$ cat config.mk
export PLATFORM = sky130hd
export DESIGN_NAME = spisel_ctrl
export DESIGN_NICKNAME = d
export VERILOG_FILES = /design/src/rtl/spisel_pkg.sv /design/src/rtl/spisel_sync.sv /design/src/rtl/spisel_fault.sv /design/src/rtl/spisel_frame.sv /design/src/rtl/spisel_ctrl.sv
export SDC_FILE = /design/constraint.sdc
export NUM_CORES = 1
export LEC_CHECK = 0
export BUFFER_PORTS_ARGS = -buffer_cell sky130_fd_sc_hd__clkbuf_2
export CAP_MARGIN = 20
export CORE_AREA = 10 10 47 49
export DETAILED_ROUTE_END_ITERATION = 16
export DIE_AREA = 0 0 57 59
export PLACE_DENSITY_LB_ADDON = 0.3
export SLEW_MARGIN = 20
export SYNTH_ARGS = -nofsm -noshare
export SYNTH_HDL_FRONTEND = slang
export SYNTH_SLANG_ARGS = --single-unit
$ cat constraint.sdc
create_clock -name clk -period 1.6 [get_ports clk]
set_clock_uncertainty 0.2 [all_clocks]
set_input_delay 0.24 -clock clk [delete_from_list [all_inputs] [get_ports clk]]
set_output_delay 0.24 -clock clk [all_outputs]
set_load 0.05 [all_outputs]
$ cat src/rtl/spisel_pkg.sv
package spisel_pkg;
  // Select pin polarity: asserted level is low
  localparam logic SEL_ASSERTED = 1'b0;
  localparam logic SEL_IDLE     = 1'b1;

  typedef enum logic {
    POL_PER_FRAME = 1'b0,
    POL_HELD      = 1'b1
  } sel_policy_e;
endpackage

$ cat src/rtl/spisel_sync.sv
module spisel_sync #(
  parameter int  STAGES    = 2,
  parameter logic RESET_VAL = 1'b1
) (
  input  logic clk,
  input  logic rst_n,
  input  logic din,
  output logic dout
);
  localparam int LAST = STAGES - 1;

  logic [LAST:0] chain_q;

  generate
    if (STAGES == 1) begin : g_single
      always_ff @(posedge clk or negedge rst_n) begin
        if (!rst_n) chain_q <= RESET_VAL;
        else        chain_q <= din;
      end
    end else begin : g_multi
      always_ff @(posedge clk or negedge rst_n) begin
        if (!rst_n) chain_q <= {STAGES{RESET_VAL}};
        else        chain_q <= {chain_q[LAST-1:0], din};
      end
    end
  endgenerate

  assign dout = chain_q[LAST];
endmodule

$ cat src/rtl/spisel_fault.sv
module spisel_fault
  import spisel_pkg::*;
(
  input  logic clk,
  input  logic rst_n,
  input  logic ctl_wr,
  input  logic ctl_wr_enable,
  input  logic ctl_wr_master,
  input  logic sel_oe_cfg,
  input  logic sel_sync,
  input  logic fault_clr,
  output logic en_q,
  output logic master_q,
  output logic fault_q
);
  logic fault_hit;

  // Three conditions together: master mode, pin as input, pin asserted
  assign fault_hit = master_q && !sel_oe_cfg && (sel_sync == SEL_ASSERTED);

  always_ff @(posedge clk or negedge rst_n) begin
    if (!rst_n) begin
      en_q     <= 1'b0;
      master_q <= 1'b0;
    end else if (fault_hit) begin
      en_q     <= 1'b0;
      master_q <= 1'b0;
    end else if (ctl_wr) begin
      en_q     <= ctl_wr_enable;
      master_q <= ctl_wr_master;
    end
  end

  always_ff @(posedge clk or negedge rst_n) begin
    if (!rst_n)         fault_q <= 1'b0;
    else if (fault_hit) fault_q <= 1'b1;
    else if (fault_clr) fault_q <= 1'b0;
  end

  assert_fault_demotes_R3: assert property (@(posedge clk) disable iff (!rst_n)
    fault_hit |=> (fault_q && !en_q && !master_q));

  assert_fault_sticky_R6: assert property (@(posedge clk) disable iff (!rst_n)
    (fault_q && !fault_clr) |=> fault_q);

  assert_no_self_enable_R7: assert property (@(posedge clk) disable iff (!rst_n)
    (!en_q && !ctl_wr) |=> !en_q);

  assert_no_fault_when_driven_R4: assert property (@(posedge clk) disable iff (!rst_n)
    (!fault_q && (sel_oe_cfg || !master_q) && !$past(fault_hit)) |=> !fault_q);
endmodule

$ cat src/rtl/spisel_frame.sv
module spisel_frame
  import spisel_pkg::*;
(
  input  logic        clk,
  input  logic        rst_n,
  input  logic        drive_en,
  input  logic        hw_ctrl,
  input  sel_policy_e policy,
  input  logic        sw_level,
  input  logic        frame_start,
  input  logic        frame_end,
  input  logic        frame_more,
  output logic        sel_level
);
  logic active_q;
  logic release_now;

  assign release_now = frame_end && ((policy == POL_PER_FRAME) || !frame_more);

  always_ff @(posedge clk or negedge rst_n) begin
    if (!rst_n)                active_q <= 1'b0;
    else if (!drive_en || !hw_ctrl) active_q <= 1'b0;
    else if (frame_start)      active_q <= 1'b1;
    else if (release_now)      active_q <= 1'b0;
  end

  always_comb begin
    if (!drive_en)     sel_level = SEL_IDLE;
    else if (hw_ctrl)  sel_level = active_q ? SEL_ASSERTED : SEL_IDLE;
    else               sel_level = sw_level;
  end

  assert_perframe_release_R8: assert property (@(posedge clk) disable iff (!rst_n)
    (drive_en && hw_ctrl && policy == POL_PER_FRAME && frame_end && !frame_start)
      |=> !active_q);

  assert_held_keeps_R9: assert property (@(posedge clk) disable iff (!rst_n)
    (drive_en && hw_ctrl && policy == POL_HELD && active_q && frame_end && frame_more)
      |=> (active_q || !drive_en || !hw_ctrl));

  assert_sw_follows_R10: assert property (@(posedge clk) disable iff (!rst_n)
    (drive_en && !hw_ctrl) |-> (sel_level == sw_level));
endmodule

$ cat src/rtl/spisel_ctrl.sv
module spisel_ctrl
  import spisel_pkg::*;
#(
  parameter int SYNC_STAGES = 2
) (
  input  logic clk,
  input  logic rst_n,
  input  logic ctl_wr,
  input  logic ctl_wr_enable,
  input  logic ctl_wr_master,
  input  logic sel_oe_cfg,
  input  logic sel_hw_ctrl,
  input  logic sel_hold_cfg,
  input  logic sw_sel_level,
  input  logic frame_start,
  input  logic frame_end,
  input  logic frame_more,
  input  logic fault_clr,
  input  logic sel_pin_i,
  output logic sel_pin_o,
  output logic sel_pin_oe,
  output logic ctl_enable,
  output logic ctl_master,
  output logic fault_flag
);
  logic        sel_sync;
  logic        en_q, master_q, fault_q;
  logic        drive_en;
  sel_policy_e policy;

  spisel_sync #(.STAGES(SYNC_STAGES), .RESET_VAL(SEL_IDLE)) u_sync (
    .clk(clk), .rst_n(rst_n), .din(sel_pin_i), .dout(sel_sync)
  );

  spisel_fault u_fault (
    .clk(clk), .rst_n(rst_n),
    .ctl_wr(ctl_wr), .ctl_wr_enable(ctl_wr_enable), .ctl_wr_master(ctl_wr_master),
    .sel_oe_cfg(sel_oe_cfg), .sel_sync(sel_sync), .fault_clr(fault_clr),
    .en_q(en_q), .master_q(master_q), .fault_q(fault_q)
  );

  // The pin is driven only by an enabled master configured to drive it
  assign drive_en = en_q && master_q && sel_oe_cfg;
  // Held policy exists only for a driven pin; drive_en already implies it
  assign policy   = (sel_hold_cfg && sel_oe_cfg) ? POL_HELD : POL_PER_FRAME;

  spisel_frame u_frame (
    .clk(clk), .rst_n(rst_n),
    .drive_en(drive_en), .hw_ctrl(sel_hw_ctrl), .policy(policy),
    .sw_level(sw_sel_level), .frame_start(frame_start), .frame_end(frame_end),
    .frame_more(frame_more), .sel_level(sel_pin_o)
  );

  assign sel_pin_oe = drive_en;
  assign ctl_enable = en_q;
  assign ctl_master = master_q;
  assign fault_flag = fault_q;

  assert_slave_releases_pin_R5: assert property (@(posedge clk) disable iff (!rst_n)
    !ctl_master |-> (!sel_pin_oe && sel_pin_o == SEL_IDLE));
endmodule

# Word-level counts from Yosys, hierarchy flattened

Cells that the tools add are included.

Add/sub/neg operators: 0
Multiplexer cells: 13
Bitwise operators: 2
Reduce and logical (&&, ||, !) cells: 15
Multipliers: 0
Equality and inequality tests: 0
Divide/modulo/power cells: 0
Shift-type cells: 0
$lt $le $gt $ge: 0

Operators with widths:

| kind              | count |
|---|---|
| $mux 1            | 13 |
| $logic_and 1x1->1 | 6 |
| $logic_not 1->1   | 4 |
| $reduce_bool 2->1 | 2 |
| $reduce_bool 3->1 | 1 |
| $logic_or 1x1->1  | 2 |
| $not 1->1         | 2 |

Word-level logic and storage cells: 35
Bits in registers: 6
Bits in read-only memories: 0
Latch bits: 0
Memories kept: 0
Bits of input ports: 14
Bits in writable memories: 0

# Depth between registers and ports, before layout

Word-level depth: 8
Gate-level depth with buffers: 2

# Modules after synthesis

From an unflattened synthesis, not the netlist that was laid out.

Cell total of the unflattened synthesis: 22
Area total of the unflattened synthesis: 252.7 um^2

Modules (own cells, without submodules):

| module       | area an instance (um^2) | instances | seq. area each (um^2) | cells an instance |
|---|---|---|---|---|
| spisel_fault | 126.4                   | 1         | 75.1                  | 10 |
| spisel_frame | 61.3                    | 1         | 25.0                  | 8 |
| spisel_sync  | 52.6                    | 1         | 52.6                  | 2 |
| spisel_ctrl  | 12.5                    | 1         | 0.0                   | 2 |

# Worst setup path after synthesis

OpenSTA, ideal clock, no wires.

Kind: flip-flop to output port
Start: reg u_fault.master_q
End: out sel_pin_o
Slack: -0.709 ns
Required time: 1.160 ns
Cell stages (with the launch flop): 3
Data arrival time: 1.869 ns
Buffers on the path: 0
Cells stage by stage: dfrtp_1 and3_1 o21ai_0

Word-level cells in the longest chain between the ends: 3

Ends and longest elaborated chain:

| element                        | line               | text |
|---|---|---|
| start, declared                | spisel_fault.sv:13 | `output logic master_q,` |
| start signal, assigned         | spisel_fault.sv:30 | `master_q <= ctl_wr_master;` |
| $logic_and 1x1->1 (2 in a row) | spisel_ctrl.sv:43  | `assign drive_en = en_q && master_q && sel_oe_cfg;` |
| via sel_pin_oe                 | spisel_ctrl.sv:21  | `output logic sel_pin_oe,` |
| $mux 1                         | spisel_frame.sv:28 | `if (!drive_en) sel_level = SEL_IDLE;` |
| end, declared                  | spisel_ctrl.sv:20  | `output logic sel_pin_o,` |

The timed path passes the listed nets, and every way through them passes these cells.

# Final worst setup path

Start: reg u_frame.active_q
End: out sel_pin_o

Word-level cells in the longest chain between the ends: 3

Ends and longest elaborated chain:

| element                | line               | text |
|---|---|---|
| start, declared        | spisel_frame.sv:15 | `logic active_q;` |
| start signal, assigned | spisel_frame.sv:21 | `if (!rst_n) active_q <= 1'b0;` |
| start signal, assigned | spisel_frame.sv:22 | `else if (!drive_en \|\| !hw_ctrl) active_q <= 1'b0;` |
| start signal, assigned | spisel_frame.sv:23 | `else if (frame_start) active_q <= 1'b1;` |
| $mux 1 (2 in a row)    | spisel_frame.sv:29 | `else if (hw_ctrl) sel_level = active_q ? SEL_ASSERTED : SEL_IDLE;` |
| $mux 1                 | spisel_frame.sv:28 |  |

No other way between the ends.

==> results.ini <==
[drt]
wirelength_um = 739
firstDrtPassIters = 1
drc = 0
wl_per_cell_um = 12.3
num_vias = 248
via_per_inst = 4.13
ant_nets = 0
drt_iter0_drc = 0

[layout]
final_cells = 60
ff_latch_area_sq_um = 155
nFillCells = 162
final_common_cell = clkbuf_2
nNetsFinal = 60
area_growth_pct = 72.1
antenna_cells = 0
final_layout_size_suffix_gt1_share_pct = 70.5
multi_input_area_sq_um = 104
layout_common_cells = clkbuf_2 (17), nor2_1 (3), clkbuf_4 (3)

[floorplan]
core.rowCount = 14
die_h_um = 59
io_pins = 19
coreArea_sq_um = 1400
die-area_sq_um = 3360
start_util_pct = 17.9
die_w_um = 57

[placement]
io_buffers = 18
place_inst = 54
gp_congestion = 0.687
pre_cts_ws_ns = 0.200

[sta]
setup_tns_ns = 0
maxSlewHeadroom_pct = 75.3
finalHoldViolCount = 0
fin_ws_ns = 0.0615
max_freq_mhz = 650
setup_viol = 0
post-route-period-util_pct = 96.2
period_minus_slack_ns = 1.54
rsz0062_at_grt = false
worst_pin_slew_ns = 0.370
maxSlewViolCount = 0

[synth]
yosysWarnings = 0
syn_avg_cell_area_sq_um = 12.6
synth-adder-area-share_pct = 0
syn_area_sq_um = 251
synth_top_family_by_area = simple AND/OR/NAND/NOR gates
synth_seq_cells = 6
ys_types = 13
seq_area_frac_synth_pct = 60.7
synth-simple-area-share_pct = 20.9
syn_nets = 34
synth_cells = 20
synth.area.mux_share_pct = 7.96
synth-xor-area-share_pct = 0
synth-compound-area-share_pct = 8.96

[clocking]
h-tree-depth = 1
cts_tree = yes
numCtsBuffers = 3
clk_transition_reported_paths_ns = 0.05
max-clock-path-buffers = 2
cts.sinks = 6
worstSkewPairLatency_ns = 0.24
cts.root.buffer_cell = clkbuf_4

[power]
power.switching_mw = 0.118
p_per_area_nw_per_um2 = 931
combinationalPowerShare_pct = 23.5
seq_power_share_pct = 43.4
p_int_mw = 0.285
ir_worst_vdd_mv = 0.634
netSwitchingFraction_pct = 29.2
p_leak_nw = 0.235
pwr-share-clk_pct = 33.0

[critical_path]
worstPathCellList = and2_2 -> o21ai_2 -> buf_8
cp_max_fo = 2
path_class = flip-flop to output port
cp.arrival_ns = 1.10
cp.depth = 3
crit_family = flip-flops
critPathCaptureType = output port
start_kind = flip-flop
crit_buf_inv = 1
critPathSlowestCell = dfrtp_1
cp.required_ns = 1.16
slowest_delay_ns = 0.36
worstRegToRegCells = 3

[global_routing]
grt_pass1_vias = 288
grt_remaining_overflow = 0
grt_max_degree = 7
antenna_found_initial = 0
grt_pass1_wl_um = 1160
track_usage_pct = 4.40

[min_path]
hold_depth = 2
hold_path_class = primary input to flip-flop

[flow_run]
drv_cap = 0

[run_status]
outcome = finished clean

through the flow:
stage	area [sq um]	power, mW	hold slack [ns]	util, %
6_report	433	0.403	0.0463	30.9
5_1_grt	433	0.432	0.0366	30.9
4_1_cts	424	0.412	0.0394	30.3
3_5_place_dp	373	0.268	-0.124	26.6
3_3_place_gp	373	0.268	-0.126	26.6
2_1_floorplan	263	0.231	-0.256	-
path summary, 6_finish.rpt:
kind | startpoint | end | slack [ns]
max reg2reg | u_frame.active_q | u_frame.active_q | 0.29
max in group asynchronous | rst_n | u_sync.chain_q[0] | 0.80
min reg2reg | u_sync.chain_q[0] | u_sync.chain_q[1] | 0.15
min in group asynchronous | rst_n | u_frame.active_q | 0.17
max | u_frame.active_q | sel_pin_o | 0.06
min | sel_hw_ctrl | u_frame.active_q | 0.05
Yosys cell counts (all sizes together):
cell / n / area share (%)
dfrtp: 4 / 40
nor2: 3 / 4.5
dfstp: 2 / 21
mux2i: 2 / 8.0
a21o: 1 / 3.0
and2: 1 / 3.0
and3: 1 / 2.5
and4: 1 / 4.5
inv: 1 / 1.5
nor2b: 1 / 3.5
nor3b: 1 / 3.0
o21ai: 1 / 2.0
o311a: 1 / 4.0
power by group through the flow:
stage / sequential [mW] / combinational [mW] / clock, mW
global placement: 0.177 / 0.0903 / 0
floorplan: 0.207 / 0.0238 / 0
finish: 0.175 / 0.0948 / 0.133
detailed placement: 0.178 / 0.0904 / 0
global route: 0.176 / 0.102 / 0.154
CTS: 0.176 / 0.0951 / 0.141
kinds of logic (layout without fill, tap and decap cells):
| family | after synthesis | count (layout) |
|---|---|---|
| flip-flops | 6 | 6 |
| multiplexers | 2 | 2 |
| buffers and inverters | 1 | 25 |
| AO/OA/AOI/OAI | 3 | 3 |
| AND/OR/NAND/NOR | 8 | 8 |
area by class of cell:
type	instances	share of cell area, %
Inverter	1	0.867
Sequential cell	6	35.8
Timing Repair Buffer	21	29.5
Multi-Input combinational cell	13	24.0
Clock buffer	3	5.20
Tap cell	16	4.62
routing by layer:
layer,GRT usage [%],vias to the layer above,share of wire (%)
li1,-,119,-
met2,5.74,18,37
met4,0,0,0
met3,6.22,0,20
met1,4.24,111,43
met5,0,-,0
flip-flops by register name, indices dropped and copies added (netlist names):
register / flops
u_fault.master_q: 1
u_fault.en_q: 1
u_sync.chain_q: 2
u_fault.fault_q: 1
u_frame.active_q: 1
repair_timing:
action                                 CTS  global route
resized for setup                        2             1
setup endpoints to repair                1             1
pin swaps                                0             1
endpoints found under the hold margin    7             0
hold buffers                             2             0
setup buffers                            0             1
Note: power is estimated with default switching activity, not from simulation.
